--- config.mk ---
export PLATFORM = sky130hd
export DESIGN_NAME = init_status_seq
export DESIGN_NICKNAME = d
export VERILOG_FILES = /design/src/rtl/init_status_pkg.sv /design/src/rtl/init_seq_fsm.sv /design/src/rtl/init_sum_engine.sv /design/src/rtl/init_pin_encoder.sv /design/src/rtl/init_status_seq.sv
export SDC_FILE = /design/constraint.sdc
export NUM_CORES = 1
export LEC_CHECK = 0
export BUFFER_PORTS_ARGS = -buffer_cell sky130_fd_sc_hd__buf_2
export CORE_MARGIN = 3
export CORE_UTILIZATION = 40
export DETAILED_ROUTE_END_ITERATION = 7
export PLACE_DENSITY_LB_ADDON = 0.1
export SLEW_MARGIN = 20
export SYNTH_ARGS = -nofsm -noshare
export SYNTH_HDL_FRONTEND = slang
export SYNTH_HIERARCHICAL = 1
export SYNTH_SLANG_ARGS = --single-unit
--- constraint.sdc ---
create_clock -name clk -period 7.1 [get_ports clk]
set_input_delay 1.065 -clock clk [delete_from_list [all_inputs] [get_ports clk]]
set_output_delay 1.065 -clock clk [all_outputs]
set_load 0.05 [all_outputs]
--- src/rtl/init_status_pkg.sv ---
package init_status_pkg;

    typedef enum logic [2:0] {
        ST_RESET    = 3'd0,
        ST_SELFTEST = 3'd1,
        ST_CHECKSUM = 3'd2,
        ST_RUN      = 3'd3,
        ST_FAILED   = 3'd4
    } init_state_e;

    typedef struct packed {
        logic done;   // final word accepted this cycle
        logic zero;   // total including that word is zero
    } sum_res_t;

    function automatic logic state_signals_fail(init_state_e s);
        return (s == ST_SELFTEST) || (s == ST_FAILED);
    endfunction

    function automatic logic state_is_run(init_state_e s);
        return s == ST_RUN;
    endfunction

endpackage

--- src/rtl/init_seq_fsm.sv ---
module init_seq_fsm
    import init_status_pkg::*;
(
    input  logic        clk,
    input  logic        rst,
    input  logic        bist_done,
    input  logic        bist_pass,
    input  sum_res_t    sum_res,
    output init_state_e state_o
);

    init_state_e st_q, st_d;

    always_comb begin
        st_d = st_q;
        unique case (st_q)
            ST_RESET:    st_d = ST_SELFTEST;
            ST_SELFTEST: if (bist_done) st_d = bist_pass ? ST_CHECKSUM : ST_FAILED;
            ST_CHECKSUM: if (sum_res.done) st_d = sum_res.zero ? ST_RUN : ST_FAILED;
            ST_RUN:      st_d = ST_RUN;
            ST_FAILED:   st_d = ST_FAILED;
            default:     st_d = ST_FAILED;
        endcase
    end

    always_ff @(posedge clk) begin
        if (rst) st_q <= ST_RESET;
        else     st_q <= st_d;
    end

    assign state_o = st_q;

endmodule

--- src/rtl/init_sum_engine.sv ---
module init_sum_engine
    import init_status_pkg::*;
#(
    parameter int DATA_W  = 32,
    parameter int N_WORDS = 8,
    localparam int CNT_W  = (N_WORDS > 1) ? $clog2(N_WORDS) : 1
) (
    input  logic              clk,
    input  logic              rst,
    input  logic              active,
    input  logic              rd_valid,
    input  logic [DATA_W-1:0] rd_data,
    output logic              rd_req,
    output logic [CNT_W-1:0]  rd_addr,
    output sum_res_t          sum_res
);

    logic [DATA_W-1:0] acc_q;
    logic [DATA_W-1:0] acc_next;
    logic [CNT_W-1:0]  cnt_q;
    logic              last_word;

    assign acc_next  = acc_q + rd_data;   // wraps modulo 2^DATA_W
    assign last_word = (cnt_q == CNT_W'(N_WORDS - 1));

    always_ff @(posedge clk) begin
        if (rst || !active) begin
            acc_q <= '0;
            cnt_q <= '0;
        end else if (rd_valid) begin
            acc_q <= acc_next;
            cnt_q <= cnt_q + 1'b1;
        end
    end

    assign rd_req       = active;
    assign rd_addr      = cnt_q;
    assign sum_res.done = active && rd_valid && last_word;
    assign sum_res.zero = (acc_next == '0);

endmodule

--- src/rtl/init_pin_encoder.sv ---
module init_pin_encoder #(
    parameter int BE_W = 2
) (
    input  logic            fail,
    input  logic            run,
    input  logic            bus_blast_i,
    input  logic [BE_W-1:0] bus_be_i,
    output logic            burst_last_o,
    output logic [BE_W-1:0] byte_en_o
);

    always_comb begin
        if (fail) begin
            burst_last_o = 1'b1;      // failure code: burst-last with idle lanes
            byte_en_o    = '0;
        end else if (run) begin
            burst_last_o = bus_blast_i;
            byte_en_o    = bus_be_i;
        end else begin
            burst_last_o = 1'b0;
            byte_en_o    = '0;
        end
    end

endmodule

--- src/rtl/init_status_seq.sv ---
module init_status_seq
    import init_status_pkg::*;
#(
    parameter int DATA_W  = 32,
    parameter int N_WORDS = 8,
    parameter int BE_W    = 2,
    localparam int CNT_W  = (N_WORDS > 1) ? $clog2(N_WORDS) : 1
) (
    input  logic              clk,
    input  logic              rst,
    input  logic              bist_done,
    input  logic              bist_pass,
    output logic              rd_req,
    output logic [CNT_W-1:0]  rd_addr,
    input  logic              rd_valid,
    input  logic [DATA_W-1:0] rd_data,
    input  logic              bus_blast_i,
    input  logic [BE_W-1:0]   bus_be_i,
    output logic              burst_last_o,
    output logic [BE_W-1:0]   byte_en_o,
    output logic              fail_o,
    output logic              bus_go_o
);

    init_state_e st_q;
    sum_res_t    sum_res;

    init_seq_fsm u_fsm (
        .clk       (clk),
        .rst       (rst),
        .bist_done (bist_done),
        .bist_pass (bist_pass),
        .sum_res   (sum_res),
        .state_o   (st_q)
    );

    init_sum_engine #(
        .DATA_W  (DATA_W),
        .N_WORDS (N_WORDS)
    ) u_sum (
        .clk      (clk),
        .rst      (rst),
        .active   (st_q == ST_CHECKSUM),
        .rd_valid (rd_valid),
        .rd_data  (rd_data),
        .rd_req   (rd_req),
        .rd_addr  (rd_addr),
        .sum_res  (sum_res)
    );

    assign fail_o   = state_signals_fail(st_q);
    assign bus_go_o = state_is_run(st_q);

    init_pin_encoder #(
        .BE_W (BE_W)
    ) u_pins (
        .fail         (fail_o),
        .run          (bus_go_o),
        .bus_blast_i  (bus_blast_i),
        .bus_be_i     (bus_be_i),
        .burst_last_o (burst_last_o),
        .byte_en_o    (byte_en_o)
    );

endmodule

# After elaboration in Yosys (flattened, before gate mapping)
# Cells that the tools add are included.
[totals] register_bits=38
[classes] reduce_logical=8 muxes=9 n_addsub=2 n_eq_ne=7
[op_table] operator="adder 32 bit" n=1
[op_table] operator="logical NOT 32 bit" n=1
[op_table] operator="2-to-1 mux 3 bit" n=4
[op_table] operator="case mux 3 bit (4 select lines)" n=1
[op_table] operator="equality test 3 x 2 -> 1 bit (second input constant)" n=2
[op_table] operator="equality test 3 bit (second input constant)" n=2
[op_table] operator="2-to-1 mux 2 bit" n=2
[op_table] operator="inequality test 2 bit (second input constant)" n=2
[op_table] operator="adder 3 x 1 -> 3 bit (second input constant)" n=1
[op_table] operator="equality test 3 x 1 -> 1 bit (second input constant)" n=1
[op_table] operator="logical NOT 3 bit" n=1
[op_table] operator="logical AND 1 bit" n=2
[op_table] operator="logical OR 1 bit" n=2
[op_table] operator="2-to-1 mux 1 bit" n=2
[op_table] operator="AND reduction 2 bit" n=1
[op_table] operator="logical NOT 1 bit" n=1

# Logic depth before layout (Yosys ltp)
[logic_depth] depth_word=5 ltp_mapped=13 mapped_depth_nobuf=13

# By module
# The synthesis kept the hierarchy.
[by_module_without_submodules] mod="init_sum_engine" seq_area_each_um2=700.7 instances=1 area_per_inst_um2=3377.0 cells_each=421
[by_module_without_submodules] mod="init_seq_fsm" seq_area_each_um2=60.1 instances=1 area_per_inst_um2=136.4 cells_each=13
[by_module_without_submodules] mod="init_status_seq" seq_area_each_um2=0.0 instances=1 area_per_inst_um2=30.0 cells_each=4
[by_module_without_submodules] mod="init_pin_encoder" seq_area_each_um2=0.0 instances=1 area_per_inst_um2=26.3 cells_each=3

# Worst setup path after synthesis
# No wires, ideal clock.
[synth_path] kind="input-to-reg" start="in rd_data[0]" end="reg u_fsm.st_q[0], in the netlist u_fsm/state_o[0]" path_slack_ps=3161 stages=13 arrival_ps=3827 n_path_buf=0 setup_ps=112 cell_sequence="ha_1 fa_1 a21o_1 a221oi_2 o2111a_2 o31ai_4 a21oi_4 mux2i_1 nand2_1 nand4b_1 nor2_1 a21oi_1 a2111oi_1"
[synth_rtl] item="from (decl)" line="init_status_seq.sv:16" text="input logic [DATA_W-1:0] rd_data,"
[synth_rtl] item="to (signal assigned)" line="init_seq_fsm.sv:28" text="else st_q <= st_d;"
[synth_rtl] item="to (decl)" line="init_seq_fsm.sv:12" text="init_state_e st_q, st_d;"

==> results.toml <==
[clock_tree]
cts_buffer_depth = 2
cts_root_buf = "clkbuf_8"
htreeDepth = 2
cts_buffers = 5
cts_tree = "done"
clock_latency_ns = 0.29
hold_buffers = 0
postCtsSetupRepairBufs = 0
clkTransAtPathRegs_ns = 0.08
clock-sinks = 38
cts.repair.resized = 0

[worst_setup_path]
crit_family = "compound AO/OA/AOI/OAI gates"
slowest_stage = "fa_1"
cp_cell_sequence = "buf_2 -> ha_1 -> fa_1 -> a21o_1 -> a221oi_2 -> o2111a_2 -> o31ai_4 -> a21oi_4 -> mux2i_1 -> nand2_1 -> nand4b_1 -> nor2_1 -> nor2_1 -> a2111oi_1"
critPathMaxStageDelay_ns = 0.41
cp_max_fo = 5
cp.arrival_ns = 4.27
crit_type = "in2reg"
startpoint_type = "input port"
critical_path.endpoint_type = "register"
required_ns = 7.28
cp_num_buf_inv = 1
crit_top_cell = "nor2_1"

[drt]
ant_nets = 0
vias_per_cell = 5.802
routed_wl_um = 9212
drc = 0
vias = 3371
dr.pass1.iters = 5
drt_iter0_drc = 133
wire_per_inst_um = 15.86

[sta]
period_minus_slack_ns = 4.089
report.final.slew_viol_count = 0
relSlewSlack = 0.4443
finalHoldViolCount = 0
fmax_mhz = 244.6
rsz0062_at_grt = "false"
finalCritPeriodShare = 0.5759
setup_viol = 0
finalClockSkew_ns = 0.003971
fin_setup_tns_ns = 0
setup_slack_ns = 3.011
worst_pin_slew_ns = 0.8284

[power_and_ir_drop]
p_leak_nw = 1.758
powerDensity_nw_per_um2 = 142.4
ir_worst_vdd_mv = 0.1269

[yosys]
synth.distinct_cells = 73
synth_most_common_cell = "nor2_1"
synth_top_area_cell = "dfxtp_1"
syn-num-nets = 515
syn-cell-area_sq_um = 3570
synth_seq_area_share = 0.2131
avgSynthCellArea_sq_um = 8.094
yosys.area.top_type_share = 0.2131
ys_seq_elements = 38
ys_warn_count = 6
ys.flop_type = "dfxtp_1"
synth-edff-count = 0
syn_inst = 441
synth_area_leaders = "dfxtp_1 (21%), ha_1 (12%), mux2i_1 (5.6%), nor2_1 (5.6%), a21oi_1 (4.2%)"
async_flop_share = 0
synth_commonest_cells = "nor2_1 (53), dfxtp_1 (38), ha_1 (33), a21oi_1 (30), nand2_1 (30)"

[cells_and_area]
layoutNonFillerInstCount = 581
fin_util = 0.4721
num_antenna_cells = 0
drive_gt1_frac = 0.1786
area_growth_pct = 11.39
nNetsFinal = 549
fin_area_sq_um = 3976

[hold_path]
hp-class = "reg2reg"

[global_route]
antenna_found_initial = 0
grt_pass1_vias = 3147
grt_max_degree = 37
met1_usage = 0.2731
grt_busiest_layer = "met2"
grt_overflow_total = 0
grt_pass1_wl_um = 15430
track_usage = 0.1859
met2_usage = 0.2926
grtUsageMet3 = 0.02699

[place]
hpwl_um = 7078
gp_congestion = 0.8455
preCtsSetupSlack_ns = 2.659
place_area_sq_um = 3839
dp_cells = 573
port_buffers = 48

[floorplan]
fp-row-count = 33
pin_count = 49
die_w_um = 100.5
die_height_um = 100.5
coreArea_sq_um = 8423
die_area_sq_um = 10090
initial_core_util = 0.4238

[run]
cap_violations = 0

[outcome]
status = "finished clean"
==> where the power goes <==
group	switching, mW	total (mW)	internal [mW]
logic	0.0723	0.119	0.0470
clock network	0.0870	0.228	0.141
registers	0.00324	0.219	0.216
==> placed cells by master (no fill, tap or decap), types with 7 or more instances in the layout <==
master / n
nor2_1: 53
buf_2: 48
dfxtp_1: 38
ha_1: 33
a21oi_1: 30
nand2_1: 30
mux2i_1: 20
nor3_1: 19
xnor2_1: 16
o21ai_0: 15
a21o_1: 11
inv_1: 9
nand3_1: 8
nor2b_1: 7
nand4_1: 7
==> worst paths after layout <==
check / start / endpoint / slack, ns / depth (start not counted)
max: rd_data[0] / u_fsm/state_o[1]$_SDFFE_PP0P_ / 3.01 / 14
min: u_sum/acc_q[15]$_SDFFE_PP0P_ / u_sum/acc_q[15]$_SDFFE_PP0P_ / 0.47 / 2
max reg2reg: u_sum/acc_q[0]$_SDFFE_PP0P_ / u_fsm/state_o[1]$_SDFFE_PP0P_ / 3.57 / 13
min reg2reg: u_sum/acc_q[15]$_SDFFE_PP0P_ / u_sum/acc_q[15]$_SDFFE_PP0P_ / 0.47 / 2
==> cell type report <==
type	count	area (sq um)
inverter	10	37.54
sequential	38	760.7
fill	863	4447
multi-input combinational	371	2661
tap	105	131.4
clock buffer	5	68.82
clock inverter	3	68.82
timing repair buffer	49	247.7
==> per-stage QoR <==
stage / hold slack (ns) / total power, mW
after floorplan: 0.4490 / 0.3119
after global placement: 0.4579 / 0.3425
after detailed placement: 0.4617 / 0.3427
after CTS: 0.4755 / 0.5780
after global routing: 0.4961 / 0.5972
final: 0.4730 / 0.5661
==> worst register-to-register path, stage by stage (launching register included) <==
cell	delay, ns
dfxtp_1	0.32
ha_1	0.23
fa_1	0.41
a21o_1	0.23
a221oi_2	0.41
o2111a_2	0.29
o31ai_4	0.11
a21oi_4	0.23
mux2i_1	0.24
nand2_1	0.09
nand4b_1	0.18
nor2_1	0.21
nor2_1	0.07
a2111oi_1	0.40
==> cell families (layout without fill, tap and decap cells) <==
kind of cell	after synthesis	count (layout)	synth area share
and+or+nand+nor	163	163	0.2345
muxes	21	21	0.05924
AOI/OAI and AO/OA	131	131	0.2766
adders and majority gates	34	34	0.1213
DFF	38	38	0.2131
buffers and inverters	32	67	0.04136
xor gates and xnor gates	22	22	0.05398
==> sequential cells by signal, summed over array words and instances (netlist names) <==
name,cells
u_sum/acc_q,32
u_sum/rd_addr,3
u_fsm/state_o,3
==> layer usage <==
layer / vias to the layer above / wire length (um)
li1: 1715 / -
met4: 0 / 50
met2: 73 / 4132
met5: - / 0
met3: 4 / 412
met1: 1579 / 4617
Note: power is estimated with default switching activity, not from simulation.
